<file path="config.mk">
export PLATFORM = sky130hd
export DESIGN_NAME = adcc_ctrl
export DESIGN_NICKNAME = d
export VERILOG_FILES = /design/src/rtl/adcc_pkg.sv /design/src/rtl/adcc_cal_seq.sv /design/src/rtl/adcc_pwr.sv /design/src/rtl/adcc_flags.sv /design/src/rtl/adcc_ctrl.sv
export SDC_FILE = /design/constraint.sdc
export NUM_CORES = 1
export LEC_CHECK = 0
export ABC_AREA = 1
export BUFFER_PORTS_ARGS = -buffer_cell sky130_fd_sc_hd__clkbuf_2
export CELL_PAD_IN_SITES_DETAIL_PLACEMENT = 0
export CELL_PAD_IN_SITES_GLOBAL_PLACEMENT = 1
export CORE_UTILIZATION = 30
export CTS_BUF_LIST = sky130_fd_sc_hd__clkbuf_4 sky130_fd_sc_hd__clkbuf_8
export DETAILED_ROUTE_END_ITERATION = 7
export PLACE_DENSITY_LB_ADDON = 0.05
export SLEW_MARGIN = 20
export SYNTH_ARGS = -nofsm -noshare
export SYNTH_HDL_FRONTEND = slang
export SYNTH_HIERARCHICAL = 1
export SYNTH_SLANG_ARGS = --single-unit
</file>
<file path="constraint.sdc">
create_clock -name clk -period 2.05 [get_ports clk]
set_clock_uncertainty 0.05 [all_clocks]
set_input_delay 0.205 -clock clk [delete_from_list [all_inputs] [get_ports clk]]
set_output_delay 0.205 -clock clk [all_outputs]
set_load 0.03 [all_outputs]
</file>
<file path="src/rtl/adcc_pkg.sv">
`timescale 1ns/1ps
package adcc_pkg;
    typedef enum logic [1:0] {
        SEL_CMD  = 2'd0,
        SEL_STAT = 2'd1,
        SEL_RES  = 2'd2,
        SEL_NONE = 2'd3
    } reg_sel_e;

    localparam int CMD_CAL_BIT  = 0;
    localparam int CMD_EN_BIT   = 1;
    localparam int CMD_DIS_BIT  = 2;

    localparam int STAT_RDY_BIT = 0;
    localparam int STAT_EOC_BIT = 1;
    localparam int STAT_OVR_BIT = 2;
endpackage

</file>
<file path="src/rtl/adcc_cal_seq.sv">
`timescale 1ns/1ps
module adcc_cal_seq #(
    parameter int CAL_LEN = 16
) (
    input  logic clk,
    input  logic rst_n,
    input  logic start_wr,
    input  logic conv_en,
    output logic busy_o
);
    localparam int CW = $clog2(CAL_LEN + 1);

    typedef struct packed {
        logic          busy;
        logic [CW-1:0] cnt;
    } cal_st_t;

    cal_st_t s_d, s_q;

    // Busy is cleared only by its own counter. No other path can set it again,
    // so back-to-back runs start from a clean state.
    always_comb begin
        s_d = s_q;
        if (s_q.busy) begin
            if (s_q.cnt == '0) begin
                s_d.busy = 1'b0;
            end else begin
                s_d.cnt = s_q.cnt - CW'(1);
            end
        end else if (start_wr && !conv_en) begin
            s_d.busy = 1'b1;
            s_d.cnt  = CW'(CAL_LEN - 1);
        end
    end

    always_ff @(posedge clk or negedge rst_n) begin
        if (!rst_n) begin
            s_q <= '0;
        end else begin
            s_q <= s_d;
        end
    end

    assign busy_o = s_q.busy;
endmodule

</file>
<file path="src/rtl/adcc_pwr.sv">
`timescale 1ns/1ps
module adcc_pwr #(
    parameter int START_LEN = 4
) (
    input  logic clk,
    input  logic rst_n,
    input  logic en_wr,
    input  logic dis_wr,
    input  logic cal_start_wr,
    input  logic cal_busy,
    output logic en_o,
    output logic rdy_o
);
    localparam int SW = $clog2(START_LEN + 1);

    typedef struct packed {
        logic          en;
        logic          rdy;
        logic [SW-1:0] cnt;
    } pwr_st_t;

    pwr_st_t s_d, s_q;

    always_comb begin
        s_d = s_q;
        if (dis_wr) begin
            s_d.en  = 1'b0;
            s_d.rdy = 1'b0;
            s_d.cnt = '0;
        end else if (!s_q.en) begin
            if (en_wr && !cal_busy && !cal_start_wr) begin
                s_d.en  = 1'b1;
                s_d.cnt = SW'(START_LEN - 1);
            end
        end else if (!s_q.rdy) begin
            if (s_q.cnt == '0) begin
                s_d.rdy = 1'b1;
            end else begin
                s_d.cnt = s_q.cnt - SW'(1);
            end
        end
    end

    always_ff @(posedge clk or negedge rst_n) begin
        if (!rst_n) begin
            s_q <= '0;
        end else begin
            s_q <= s_d;
        end
    end

    assign en_o  = s_q.en;
    assign rdy_o = s_q.rdy;
endmodule

</file>
<file path="src/rtl/adcc_flags.sv">
`timescale 1ns/1ps
module adcc_flags #(
    parameter int DW = 12
) (
    input  logic          clk,
    input  logic          rst_n,
    input  logic          res_valid,
    input  logic [DW-1:0] res_data,
    input  logic          rdy,
    input  logic          eoc_clr,
    input  logic          ovr_clr,
    output logic          eoc_o,
    output logic          ovr_o,
    output logic [DW-1:0] data_o
);
    typedef struct packed {
        logic          eoc;
        logic          ovr;
        logic [DW-1:0] data;
    } flg_st_t;

    flg_st_t s_d, s_q;
    logic    take;

    assign take = res_valid && rdy;

    // Overrun is judged on the registered flag, not on the flag after the
    // clear. A clear in the same cycle therefore cannot hide the overrun.
    always_comb begin
        s_d = s_q;
        if (eoc_clr) s_d.eoc = 1'b0;
        if (ovr_clr) s_d.ovr = 1'b0;
        if (take) begin
            s_d.data = res_data;
            s_d.eoc  = 1'b1;
            if (s_q.eoc) s_d.ovr = 1'b1;
        end
    end

    always_ff @(posedge clk or negedge rst_n) begin
        if (!rst_n) begin
            s_q <= '0;
        end else begin
            s_q <= s_d;
        end
    end

    assign eoc_o  = s_q.eoc;
    assign ovr_o  = s_q.ovr;
    assign data_o = s_q.data;
endmodule

</file>
<file path="src/rtl/adcc_ctrl.sv">
`timescale 1ns/1ps
module adcc_ctrl
    import adcc_pkg::*;
#(
    parameter int BUS_W     = 16,
    parameter int DW        = 12,
    parameter int CAL_LEN   = 16,
    parameter int START_LEN = 4
) (
    input  logic             clk,
    input  logic             rst_n,
    input  logic             wr_en,
    input  logic             rd_en,
    input  logic [1:0]       addr,
    input  logic [BUS_W-1:0] wdata,
    output logic [BUS_W-1:0] rdata,
    input  logic             res_valid,
    input  logic [DW-1:0]    res_data,
    output logic             cal_busy_o,
    output logic             conv_en_o,
    output logic             conv_rdy_o,
    output logic             eoc_o,
    output logic             ovr_o
);
    reg_sel_e      sel;
    logic          wr_cmd, wr_stat;
    logic          cal_start_wr, en_wr, dis_wr;
    logic          eoc_clr, ovr_clr;
    logic [DW-1:0] res_q;

    assign sel          = reg_sel_e'(addr);
    assign wr_cmd       = wr_en && (sel == SEL_CMD);
    assign wr_stat      = wr_en && (sel == SEL_STAT);
    assign cal_start_wr = wr_cmd && wdata[CMD_CAL_BIT];
    assign en_wr        = wr_cmd && wdata[CMD_EN_BIT];
    assign dis_wr       = wr_cmd && wdata[CMD_DIS_BIT];
    assign eoc_clr      = (rd_en && (sel == SEL_RES)) || (wr_stat && wdata[STAT_EOC_BIT]);
    assign ovr_clr      = wr_stat && wdata[STAT_OVR_BIT];

    adcc_cal_seq #(.CAL_LEN(CAL_LEN)) u_cal (
        .clk      (clk),
        .rst_n    (rst_n),
        .start_wr (cal_start_wr),
        .conv_en  (conv_en_o),
        .busy_o   (cal_busy_o)
    );

    adcc_pwr #(.START_LEN(START_LEN)) u_pwr (
        .clk          (clk),
        .rst_n        (rst_n),
        .en_wr        (en_wr),
        .dis_wr       (dis_wr),
        .cal_start_wr (cal_start_wr),
        .cal_busy     (cal_busy_o),
        .en_o         (conv_en_o),
        .rdy_o        (conv_rdy_o)
    );

    adcc_flags #(.DW(DW)) u_flg (
        .clk       (clk),
        .rst_n     (rst_n),
        .res_valid (res_valid),
        .res_data  (res_data),
        .rdy       (conv_rdy_o),
        .eoc_clr   (eoc_clr),
        .ovr_clr   (ovr_clr),
        .eoc_o     (eoc_o),
        .ovr_o     (ovr_o),
        .data_o    (res_q)
    );

    always_comb begin
        rdata = '0;
        unique case (sel)
            SEL_CMD: begin
                rdata[CMD_CAL_BIT] = cal_busy_o;
                rdata[CMD_EN_BIT]  = conv_en_o;
            end
            SEL_STAT: begin
                rdata[STAT_RDY_BIT] = conv_rdy_o;
                rdata[STAT_EOC_BIT] = eoc_o;
                rdata[STAT_OVR_BIT] = ovr_o;
            end
            SEL_RES:  rdata = BUS_W'(res_q);
            default:  rdata = '0;
        endcase
    end
endmodule

</file>
==> metrics.md <==
| Metric | Value |
|---|---|
| Status | `finished, final reports clean` |
| Hold WS | `between 0.1 and 0.15 ns` |
| Fraction of the cycle the final worst path needs | `0.784` |
| Fin crit period | `~1.6 ns` |
| Post-CTS Setup Inserts | `0` |
| Vias per cell | `4.33` |
| Internal power | `approximately 1.2 mW` |
| CTS Buf Count | `3` |
| Avg Inst Size Synth | `~7.5 µm²` |
| Reg2reg path depth | `8` |
| Lkg Pwr | `roughly 1.1 nW` |
| Via count | `1325` |
| RSZ-0062 raised after global routing | `false` |
| Clk Latency, worst-skew pair | `roughly 0.26 ns` |
| Final hold viol count | `0` |
| Most frequent CP cell | `nand2_1` |
| Clk pwr share | `0.135` |
| Hold WC Path Type | `in2reg` |
| Count of final setup violators | `0` |
| Pin count of the biggest net entering global routing | `26` |
| Critical Path End Type | `output pin` |
| First-pass GRT wire length | `5660 µm` |
| Startpoint types | `flop` |
| Worst EP arrival | `1.35 ns` |
| Post-CTS Hold Fix Bufs | `1` |
| CTS tree | `yes` |
| R2r endpoint | `u_pwr/s_q[0]` |
| Slowest Stage Delay on Critical Path | `around 0.62 ns` |
| Port Buffer Count | `38` |
| Die extent in y | `72.5 µm` |
| Initial core utilization | `0.313` |
| Tot Pwr | `between 2 and 2.5 mW` |
| Worst-path fanout max | `13` |
| FILL cells | `511` |
| Final instance area | `1780 µm²` |
| Congestion Overflow GR | `0` |
| Slew headroom | `0.564` |
| Hold EP | `u_flg/data_o[2]` |
| Post-Synthesis Cell Area | `between 1000 and 1500 µm²` |
| Post-synth cell types | `21` |
| CP required | `approximately 1.8 ns` |
| Switching Share | `0.452` |
| Ant diodes | `0` |
| Root buf cell | `clkbuf_8` |
| Crit-path leading delay family | `flip-flops` |
| DRC violations left | `0` |
| Buf+Inv Stages, Crit Path | `2` |
| HP Start | `res_data[2]` |
| Core box area | `4750 µm²` |
| FP Rows | `25` |
| Flop pwr share | `0.411` |
| Routed wire per std cell | `between 10 and 15 µm` |
| Die area | `5250 µm²` |
| RR Startpoint | `u_pwr/s_q[0]` |
| Vias in the first global route | `approximately 1.3k` |
| Worst VDD drop | `roughly 0.46 mV` |
| Global placer's final weighted congestion | `0.797` |
| Syn Inst Count | `199` |
| Slowest-stage cell, CP | `dfrtp_1` |
| Initial antenna violation count | `0` |
| TritonRoute pass-1 iters | `4` |
| Sw Pwr | `1.02 mW` |
| Slew Viols, Final | `0` |
| HPWL Detailed | `~2600 µm` |
| Slew at the pin with the worst max-slew slack | `roughly 0.65 ns` |
| Antenna Nets Post-Route | `0` |
| Yosys warnings | `6` |
| Area grow syn2layout | `19.6%` |
| Share of cells above drive strength 1 | `0.251` |
| Seq/Total Area, Yosys | `0.420` |
| Combinational Power Share | `0.454` |
| Worst-path cell chain | `nand2_1, nand3_1, nand2_1, inv_1, clkbuf_2` |
| Commonest non-fill, non-tap cell in the layout | `nand2_1` |
| Final #Nets | `approximately 280` |
| #FFs+latches synth | `25` |
| Clk slew on worst S/H paths | `about 0.09 ns` |
| Most frequent cells in the layout | `nand2_1, clkbuf_2, inv_1, dfrtp_1, nand3_1` |
| Placed inst area | `1720 µm²` |
| Gr usage total | `0.138` |
| Setup Crit Path Kind | `reg2out` |
| I/O Pins | `56` |
| Max Fclk | `around 0.62 GHz` |
| Sum Neg Setup Slack | `0 ns` |
| Die Width | `slightly above 70 µm` |
| Hold Path Stages | `3` |
| Resized cells post-CTS | `0` |
| Clock buffer depth | `2` |
| Final wirelength | `3400 µm` |
| Htree depth | `1` |
| Sink Count | `25` |
| Power Dens Cells | `between 1000 and 1500 nW/µm²` |
| R2r setup slk | `slightly below 0.6 ns` |
| Max_cap viols | `0` |
| First DRT Iteration DRCs | `41` |
[per-layer routing]
layer,vias up,track usage,routed length [µm],part of all wire
met5,-,0,0,0
met4,0,0.0458,25,0.0074
met3,2,0.0181,104,0.031
met2,27,0.246,1670,0.49
met1,618,0.172,1600,0.47
li1,678,-,-,-
[how the worst max path moves through the flow]
stage / from / end / slack (ns) / cells after the start
2_1_floorplan: u_flg/ovr_o / rdata[2] / 0.70 / 2
3_3_place_gp: addr[0] / u_pwr/s_q[0] / 0.42 / 12
3_5_place_dp: addr[0] / u_pwr/s_q[0] / 0.38 / 12
4_1_cts: u_pwr/rdy_o / rdata[0] / 0.40 / 5
5_1_grt: u_pwr/rdy_o / rdata[0] / 0.31 / 5
6_report: u_pwr/rdy_o / rdata[0] / 0.44 / 5
[cell usage after synthesis, drive strengths merged]
master	n	share of area
nand2	72	0.20
inv	33	0.083
dfrtp	25	0.42
nand3	22	0.074
nor2	15	0.039
buf	8	0.045
ha	8	0.067
o21ai	5	0.022
nand4	3	0.013
a21oi	2	0.012
nand3b	2	0.013
or2	2	0.0084
a21boi	1	0.0050
conb	1	0.0025
[kinds of logic after synthesis]
group           Yosys count  synth area share
buf+inv                  41             0.128
simple gates            116             0.343
compound gates            8            0.0386
other cells               1           0.00252
flops                    25             0.420
fa+ha+maj                 8            0.0672
[final cells by class]
type	count	area [µm²]	area share
inverter	33	124	0.0695
timing repair buffer	41	215	0.121
tap	67	83.8	0.0471
clock buffer	4	48.8	0.0274
sequential	25	626	0.351
multi-input combinational	136	684	0.384
[power by group through the flow]
stage / logic, mW / clock network (mW) / registers, mW
2_1_floorplan: 0.720 / 0 / 0.964
3_3_place_gp: 0.998 / 0 / 0.932
3_5_place_dp: 1.03 / 0 / 0.934
4_1_cts: 1.04 / 0.323 / 0.925
5_1_grt: 1.17 / 0.339 / 0.963
6_report: 1.02 / 0.303 / 0.925
[through the flow]
step,cells,setup slack (ns),utilization
6_report,306,0.443,0.375
5_1_grt,306,0.310,0.375
4_1_cts,306,0.400,0.375
3_5_place_dp,301,0.381,0.362
3_3_place_gp,301,0.423,0.362
2_1_floorplan,202,0.699,-
[registers in the layout, summed over array words and instances, names as in the netlist]
name / cells
u_cal/busy_o: 1
u_cal/s_q: 5
u_flg/data_o: 12
u_flg/eoc_o: 1
u_flg/ovr_o: 1
u_pwr/en_o: 1
u_pwr/rdy_o: 1
u_pwr/s_q: 3
[worst register-to-register path, cell delays in order, from the launching register on]
cell     delay [ns]
dfrtp_1        0.37
inv_1          0.05
ha_1           0.19
ha_1           0.17
or2_1          0.21
nand2_2        0.11
nand2_2        0.08
nand2_1        0.06
nand2_1        0.05
Note: power is estimated with default switching activity, not from simulation.
